File: src/rtl/pllseq_pkg.sv
package pllseq_pkg;

   typedef enum logic [2:0] {
      S_IDLE      = 3'd0,
      S_BYP_ENTER = 3'd1,
      S_BYP_WAIT  = 3'd2,
      S_RST_PULSE = 3'd3,
      S_RST_WAIT  = 3'd4,
      S_WORD_LOAD = 3'd5,
      S_LOCK_WAIT = 3'd6,
      S_BYP_EXIT  = 3'd7
   } seq_state_e;

   localparam int NUM_WAITS = 3;
   localparam logic [1:0] A_WAIT_BYP  = 2'd0;
   localparam logic [1:0] A_WAIT_RST  = 2'd1;
   localparam logic [1:0] A_WAIT_LOCK = 2'd2;
   localparam logic [1:0] A_MULT      = 2'd3;

endpackage

File: src/rtl/pllseq_cfg.sv
module pllseq_cfg #(
   parameter int DLY_W      = 20,
   parameter int MULT_W     = 8,
   parameter int DATA_W     = 20,
   parameter logic [MULT_W-1:0] MULT_RESET = '0
) (
   input  logic                                        clk,
   input  logic                                        rst_n,
   input  logic                                        wr,
   input  logic [1:0]                                  addr,
   input  logic [DATA_W-1:0]                           wdata,
   input  logic                                        capture,
   input  logic                                        apply,
   output logic [pllseq_pkg::NUM_WAITS-1:0][DLY_W-1:0] waits,
   output logic [MULT_W-1:0]                           mult_word
);
   import pllseq_pkg::*;

   logic [MULT_W-1:0] mult_reg;
   logic [MULT_W-1:0] pending;
   logic              mult_hit;

   assign mult_hit = wr && (addr == A_MULT);

   for (genvar gi = 0; gi < NUM_WAITS; gi++) begin : g_wait
      always_ff @(posedge clk or negedge rst_n) begin
         if (!rst_n)
            waits[gi] <= '0;
         else if (wr && (addr == 2'(gi)))
            waits[gi] <= wdata[DLY_W-1:0];
      end
   end

   always_ff @(posedge clk or negedge rst_n) begin
      if (!rst_n) begin
         mult_reg  <= MULT_RESET;
         pending   <= MULT_RESET;
         mult_word <= MULT_RESET;
      end else begin
         if (mult_hit)
            mult_reg <= wdata[MULT_W-1:0];
         if (capture)
            pending <= mult_hit ? wdata[MULT_W-1:0] : mult_reg;
         if (apply)
            mult_word <= pending;
      end
   end

   a_r10_pending_hold: assert property (@(posedge clk) disable iff (!rst_n)
      !capture |=> $stable(pending));
   a_r6_word_on_apply: assert property (@(posedge clk) disable iff (!rst_n)
      !apply |=> $stable(mult_word));

endmodule

File: src/rtl/pllseq_dly_cnt.sv
module pllseq_dly_cnt #(
   parameter int W = 20
) (
   input  logic         clk,
   input  logic         rst_n,
   input  logic         load,
   input  logic [W-1:0] load_val,
   input  logic         dec,
   output logic         last
);
   logic [W-1:0] cnt;

   always_ff @(posedge clk or negedge rst_n) begin
      if (!rst_n)
         cnt <= '0;
      else if (load)
         cnt <= load_val;
      else if (dec)
         cnt <= cnt - 1'b1;
   end

   // a count of zero or one ends the wait in the current cycle
   assign last = (cnt <= W'(1));

   a_r8_no_wrap: assert property (@(posedge clk) disable iff (!rst_n)
      dec |-> (cnt > W'(1)));

endmodule

File: src/rtl/pllseq_fsm.sv
module pllseq_fsm #(
   parameter int DLY_W = 20
) (
   input  logic                                        clk,
   input  logic                                        rst_n,
   input  logic                                        start,
   input  logic [pllseq_pkg::NUM_WAITS-1:0][DLY_W-1:0] waits,
   input  logic                                        cnt_last,
   output logic                                        cnt_load,
   output logic [DLY_W-1:0]                            cnt_val,
   output logic                                        cnt_dec,
   output logic                                        capture,
   output logic                                        bypass,
   output logic                                        pll_rst,
   output logic                                        load,
   output logic                                        busy,
   output logic                                        done
);
   import pllseq_pkg::*;

   seq_state_e state, nxt;

   always_ff @(posedge clk or negedge rst_n) begin
      if (!rst_n) state <= S_IDLE;
      else        state <= nxt;
   end

   always_comb begin
      nxt     = state;
      cnt_dec = 1'b0;
      unique case (state)
         S_IDLE:      if (start) nxt = S_BYP_ENTER;
         S_BYP_ENTER: nxt = S_BYP_WAIT;
         S_BYP_WAIT:  if (cnt_last) nxt = S_RST_PULSE; else cnt_dec = 1'b1;
         S_RST_PULSE: nxt = S_RST_WAIT;
         S_RST_WAIT:  if (cnt_last) nxt = S_WORD_LOAD; else cnt_dec = 1'b1;
         S_WORD_LOAD: nxt = S_LOCK_WAIT;
         S_LOCK_WAIT: if (cnt_last) nxt = S_BYP_EXIT; else cnt_dec = 1'b1;
         S_BYP_EXIT:  nxt = S_IDLE;
         default:     nxt = S_IDLE;
      endcase
   end

   always_comb begin
      cnt_load = 1'b1;
      cnt_val  = waits[0];
      unique case (state)
         S_BYP_ENTER: cnt_val = waits[0];
         S_RST_PULSE: cnt_val = waits[1];
         S_WORD_LOAD: cnt_val = waits[2];
         default:     cnt_load = 1'b0;
      endcase
   end

   assign capture = (state == S_IDLE) && start;
   assign busy    = (state != S_IDLE);
   assign bypass  = busy && (state != S_BYP_EXIT);
   assign pll_rst = (state == S_RST_PULSE);
   assign load    = (state == S_WORD_LOAD);
   assign done    = (state == S_BYP_EXIT);

   a_r3_bypass_rise: assert property (@(posedge clk) disable iff (!rst_n)
      $rose(bypass) |-> $past(start) && !$past(busy));
   a_r4_rst_single: assert property (@(posedge clk) disable iff (!rst_n)
      pll_rst |=> !pll_rst);
   a_r4_rst_in_bypass: assert property (@(posedge clk) disable iff (!rst_n)
      pll_rst |-> bypass);
   a_r5_load_single: assert property (@(posedge clk) disable iff (!rst_n)
      load |=> !load);
   a_r7_done_idle: assert property (@(posedge clk) disable iff (!rst_n)
      done |=> !busy);
   a_r7_done_unbypassed: assert property (@(posedge clk) disable iff (!rst_n)
      done |-> busy && !bypass);
   a_r9_no_capture_busy: assert property (@(posedge clk) disable iff (!rst_n)
      busy |-> !capture);

endmodule

File: src/rtl/pll_reprog_seq.sv
module pll_reprog_seq #(
   parameter int DLY_W  = 20,
   parameter int MULT_W = 8,
   parameter logic [MULT_W-1:0] MULT_RESET = '0,
   localparam int DATA_W = (DLY_W > MULT_W) ? DLY_W : MULT_W
) (
   input  logic              clk,
   input  logic              rst_n,
   input  logic              cfg_wr,
   input  logic [1:0]        cfg_addr,
   input  logic [DATA_W-1:0] cfg_wdata,
   input  logic              start,
   output logic              pll_bypass,
   output logic              pll_reset,
   output logic              mult_load,
   output logic [MULT_W-1:0] mult_word,
   output logic              busy,
   output logic              done
);
   import pllseq_pkg::*;

   if (DLY_W < 17) begin : g_bad_dly
      $error("DLY_W must be at least 17 for the expected settling waits");
   end
   if (MULT_W < 1) begin : g_bad_mult
      $error("MULT_W must be at least 1");
   end

   logic [NUM_WAITS-1:0][DLY_W-1:0] waits;
   logic             capture, cnt_load, cnt_dec, cnt_last;
   logic [DLY_W-1:0] cnt_val;

   pllseq_cfg #(
      .DLY_W(DLY_W), .MULT_W(MULT_W), .DATA_W(DATA_W), .MULT_RESET(MULT_RESET)
   ) u_cfg (
      .clk(clk), .rst_n(rst_n), .wr(cfg_wr), .addr(cfg_addr), .wdata(cfg_wdata),
      .capture(capture), .apply(mult_load), .waits(waits), .mult_word(mult_word)
   );

   pllseq_dly_cnt #(.W(DLY_W)) u_cnt (
      .clk(clk), .rst_n(rst_n), .load(cnt_load), .load_val(cnt_val),
      .dec(cnt_dec), .last(cnt_last)
   );

   pllseq_fsm #(.DLY_W(DLY_W)) u_fsm (
      .clk(clk), .rst_n(rst_n), .start(start), .waits(waits),
      .cnt_last(cnt_last), .cnt_load(cnt_load), .cnt_val(cnt_val),
      .cnt_dec(cnt_dec), .capture(capture), .bypass(pll_bypass),
      .pll_rst(pll_reset), .load(mult_load), .busy(busy), .done(done)
   );

   a_r1_quiet_idle: assert property (@(posedge clk) disable iff (!rst_n)
      !busy |-> !pll_bypass && !pll_reset && !mult_load && !done);

endmodule

File: config.mk
export PLATFORM = sky130hd
export DESIGN_NAME = pll_reprog_seq
export DESIGN_NICKNAME = d
export VERILOG_FILES = /design/src/rtl/pllseq_pkg.sv /design/src/rtl/pllseq_cfg.sv /design/src/rtl/pllseq_dly_cnt.sv /design/src/rtl/pllseq_fsm.sv /design/src/rtl/pll_reprog_seq.sv
export SDC_FILE = /design/constraint.sdc
export NUM_CORES = 1
export LEC_CHECK = 0
export BUFFER_PORTS_ARGS = -buffer_cell sky130_fd_sc_hd__buf_2
export CORE_AREA = 2 2 91 101
export CTS_BUF_LIST = sky130_fd_sc_hd__clkbuf_16
export CTS_CLUSTER_DIAMETER = 50
export DETAILED_ROUTE_END_ITERATION = 16
export DIE_AREA = 0 0 93 103
export GPL_TIMING_DRIVEN = 0
export PLACE_DENSITY_LB_ADDON = 0.25
export SLEW_MARGIN = 20
export SYNTH_ARGS = -nofsm -noshare
export SYNTH_HDL_FRONTEND = slang
export SYNTH_SLANG_ARGS = --single-unit
File: constraint.sdc
create_clock -name clk -period 2.7 [get_ports clk]
set_input_delay 0.135 -clock clk [delete_from_list [all_inputs] [get_ports clk]]
set_output_delay 0.135 -clock clk [all_outputs]
set_load 0.01 [all_outputs]
Yosys cells after proc, flatten, opt, wreduce, memory -nomap -nowiden. Index checks and enable logic that the tools add are counted.

Register bits: 107. Bits in latches: 0. Memory bits (writable): 0. Bits in read-only memories: 0. Output and inout port bits: 13. Logic and storage cells: 50. Memories: 0.

$add $sub $neg: 1. Multiply operators: 0. Div/mod/pow operators: 0. Magnitude comparators: 1. Eq/ne operators: 15. Shift-type cells: 0. Muxes and demuxes: 12. Bitwise operators: 0. Reduce and logical (&&, ||, !) cells: 13.

Operators by type and width (number): $mux 20 (2); $pmux 20 s2 (1); $pmux 3 s8 (1); $le 20x1->1 const B (1); $sub 20x1->20 const B (1); $eq 3x3->1 const B (4); $mux 3 (4); $mux 8 (1); $ne 2x2->1 const B (4); $eq 3x2->1 const B (2); $logic_and 1x1->1 (6); $reduce_or 3->1 (2); $eq 2x2->1 const B (2); $reduce_and 4->1 (1); $eq 3x1->1 const B (1); $logic_not 3->1 (1); $mux 1 (3); $ne 3x3->1 const B (1); $reduce_bool 3->1 (1); $eq 2x1->1 const B (1); $logic_not 2->1 (1); $reduce_bool 2->1 (1).

Longest topological paths before layout.
Word-level depth: 5. Mapped depth: 8. Depth with buffers taken out: 7.

Hierarchy. From an unflattened synthesis, not the netlist that was laid out.

Cells, all modules: 416. Area total of the unflattened synthesis: 5133.7 um^2.

By module, submodules not included: pllseq_cfg (times used 1, cells an instance 207, area an instance 3305.7 um^2); pllseq_dly_cnt (times used 1, cells an instance 126, area an instance 1139.8 um^2); pllseq_fsm (times used 1, cells an instance 83, area an instance 688.2 um^2).

Worst setup path before layout. Ideal clock, no wire load.

Path kind: reg2reg. Start point: register u_cnt.cnt[12]. End point: register u_cnt.cnt[17]. Arrival: 2.327 ns. Required time: 2.613 ns. Slack: 0.286 ns. Stages on the path, launching flop included: 7. Cells stage by stage: dfrtp_1 or4_4 or4_1 buf_2 or4_4 a22o_1 a211oi_2.

Word-level cells in the longest chain between the ends: 4.

RTL lines: from (decl) (line pllseq_dly_cnt.sv:11) `logic [W-1:0] cnt;`; from (signal assigned) (line pllseq_dly_cnt.sv:17) `cnt <= load_val;`; from (signal assigned) (line pllseq_dly_cnt.sv:19) `cnt <= cnt - 1'b1;`; $le 20x1->1 (line pllseq_dly_cnt.sv:23) `assign last = (cnt <= W'(1));`; $mux 1 (line pllseq_fsm.sv:34, pllseq_fsm.sv:36, pllseq_fsm.sv:38); $mux 1; $reduce_bool 2->1 (no line).

Several ways; a longest one is shown, not always the timed one. The select of a mux whose other input is x is not followed. A chain may end at the register's enable or synchronous reset.

Worst setup path in the final report.
Start point: register u_cnt.cnt[6]. End point: register u_cnt.cnt[12].

Same word-level chain as after synthesis.

==> metrics.txt <==
met2 GRT Util=0.389; H-tree levels=3; met1 Use GR=0.353; via count=3,636; Clock Skew=0.00597 ns; max frequency=389 MHz; final instance area=0.00573 mm²; Via density=6.09; final WL=11,200 µm; initial antenna violation count=0; pwr/cell area=1030 mW/mm²; Biggest register=u_cfg.waits; post-synthesis compound-gate area fraction=0.101; Worst Path Required=2.93 ns; GRT busiest layer=met2; post-synthesis mux area share=0.218; DRC violations left=0; CTS buffer count=9; DPL Wire Length=7710 µm; Async S/R FF share, synth=1.00; Worst-path clk slew=0.07 ns; critical path data arrival time=2.80 ns; clk buf depth=2; routability cong.=0.859; fin cells=597; Critical Path Start=u_cnt.cnt[6]$_DFFE_PN0P_; hold_ws=0.0490 ns; clk root buf=clkbuf_16; status=complete, no violations; Syn Std Cell Area=0.00502 mm²; met3 global-route usage=0.0307; # Max-Cap Violations=0; syn nets=454; gr ovfl total=0; share of cells above drive strength 1=0.331; WS Path Type=reg2reg; Die Ht=103 µm; r2r setup slk=0.13 ns; FP Rows=36; Core Region=0.00865 mm²; main combinational cell family by area after synthesis=multiplexers; total negative slack=0 ns; die width=93 µm; final setup vio count=0; final-report hold violation count=0; ANT nets after route=0; Post-Synth XOR/XNOR Area=0.00349; Ys Warns=0; Least-Margin Pin Slew=0.824 ns; largest net degree at the start of global routing=80; power after layout=5.87 mW; post-synthesis adder-cell area fraction=0.00499; RSZ-0062 raised after global routing=no; nature of the critical path startpoint=flop; nets=507; Leak=2.51 nW; Pre-antenna DRT Iters=5; Post-synth EDFFs=0; DR WL/cell=18.7 µm; simple-gate area share of the yosys netlist=0.113; n_diodes=0; Largest regs=u_cfg.waits (60), u_cnt.cnt (20); Die Footprint=0.00958 mm²; global-route wire length before repair=18,200 µm; dpl cells=579; Final Cycle Share=0.951; initial core utilization=0.580; CP max FO=10; gr usage total=0.249; initial drt markers=288; relative slew slack=0.451; crit path time final=2.57 ns; IO buf count=38; Syn Inst Count=426; CTS tree=done; register area share after synthesis=0.533; flop and latch count out of synthesis=107; top_reg_cell synth=dfrtp_1; worst r2r src=u_cnt.cnt[6]$_DFFE_PN0P_; clock sinks=107; Cell variety after synth=56; fill cell count=671; syn_area_per_cell=11.8 µm²; min-delay src=cfg_wdata[19]; DP Area=0.00539 mm²; vias in the first global route=3,581; Worst IR Drop VDD=0.000532 V; max FFs per register=60; Clk Latency, worst-skew pair=0.34 ns; I/O pins=39; Tightest Hold Check Type=in2reg; synth-to-layout area growth=14.1%; CP Capture Type=flop; Max Slew Vio Count=0
==> metal layers <==
metal	part of all wire	vias to the layer above
met2	0.46	134
met3	0.049	21
met1	0.46	1802
met5	0	-
met4	0.026	0
li1	-	1679
==> logic make-up (layout without fill, tap and decap cells) <==
| logic type | after synthesis | after routing |
|---|---|---|
| simple gates | 115 | 115 |
| flops | 107 | 107 |
| mux | 98 | 98 |
| compound gates | 69 | 69 |
| buf+inv | 33 | 90 |
| fa+ha+maj | 2 | 2 |
| xor+xnor | 2 | 2 |
==> placed cells by master (no fill, tap or decap), drive strengths merged, types with 3 or more instances in the layout <==
cell	count
or3	8
mux2i	9
a22oi	4
nand3	6
a211o	3
o2bb2ai	3
and3	3
nand3b	3
o21ai	8
nand2	50
nand4	3
dfrtp	107
inv	9
nor2	12
clkinv	4
a21oi	9
buf	44
o311ai	3
nor4	3
clkbuf	30
o22a	3
o211ai	3
mux2	89
or4	9
o22ai	12
a22o	3
nor3	10
==> where the power goes <==
part / switching, mW / internal (mW) / leakage (nW) / total (mW)
Combinational: 1.21 / 0.957 / 1.09 / 2.17
Clock: 0.579 / 0.717 / 0.142 / 1.30
Sequential: 0.336 / 2.07 / 1.28 / 2.41
Total: 2.12 / 3.75 / 2.51 / 5.87
==> worst max-delay path, cell delays in order, from the launching register on <==
cell and delay (ns):
dfrtp_1 0.41, or4_1 0.60, or4_4 0.60, o21a_2 0.27, buf_2 0.21, mux2i_1 0.14, o211a_1 0.23
==> repair_timing <==
action,4_1_cts,5_1_grt
gates resized for setup,2,7
setup buffers,0,2
hold buffers,1,0
endpoints found under the hold margin,28,0
pin swaps,0,1
setup endpoints to repair,2,18
==> area by class of cell <==
type / instances / area, µm² / area share
Multi-Input combinational cell: 286 / 2230 / 0.389
Clock inverter: 6 / 65.1 / 0.0114
Clock buffer: 9 / 225 / 0.0393
Sequential cell: 107 / 2680 / 0.467
Buffer: 24 / 104 / 0.0181
Timing Repair Buffer: 42 / 249 / 0.0435
Inverter: 9 / 33.8 / 0.00590
Tap cell: 114 / 143 / 0.0249
==> through the flow <==
stage / utilization / setup slack, ns
2_1_floorplan: - / 0.286
3_3_place_gp: 0.619 / 0.0323
3_5_place_dp: 0.623 / 0.0251
4_1_cts: 0.658 / 0.00855
5_1_grt: 0.662 / 0.0316
6_report: 0.662 / 0.132
==> synth_stat cells (2+ instances only) <==
library cell    n  area [µm²]
dfrtp_1       107        2680
mux2_2         89        1000
nand2_1        50         188
clkbuf_1       18        67.6
nor2_1         12        45.0
o22ai_1        12        75.1
nor3_1         10        50.1
a21oi_1         9        45.0
mux2i_1         9        90.1
or3_1           8        50.1
inv_1           7        26.3
or4_1           7        52.6
nand3_1         6        30.0
o21ai_0         5        25.0
a22oi_1         4        30.0
buf_2           4        20.0
a211o_1         3        26.3
a22o_1          3        26.3
and3_1          3        18.8
nand3b_1        3        22.5
nand4_1         3        18.8
nor4_1          3        18.8
o211ai_1        3        22.5
o22a_1          3        26.3
o2bb2ai_1       3        26.3
buf_1           2        7.51
clkinv_1        2        7.51
ha_1            2        25.0
nor2b_1         2        12.5
nor3b_1         2        15.0
o211a_1         2        20.0
o21a_1          2        15.0
o21ai_1         2        10.0
o221ai_1        2        17.5
o311ai_1        2        17.5
or4_4           2        22.5
==> worst paths after layout <==
check	to	cells past startpoint
max in group asynchronous	u_cfg.waits[2]$_DFFE_PN0P_	3
max	u_cnt.cnt[12]$_DFFE_PN0P_	6
min	u_cfg.waits[59]$_DFFE_PN0P_	2
max reg2reg	u_cnt.cnt[12]$_DFFE_PN0P_	6
min reg2reg	u_cfg.mult_word[0]$_DFFE_PN0P_	2
min in group asynchronous	u_cfg.waits[14]$_DFFE_PN0P_	2
(Power assumes the default switching activity.)
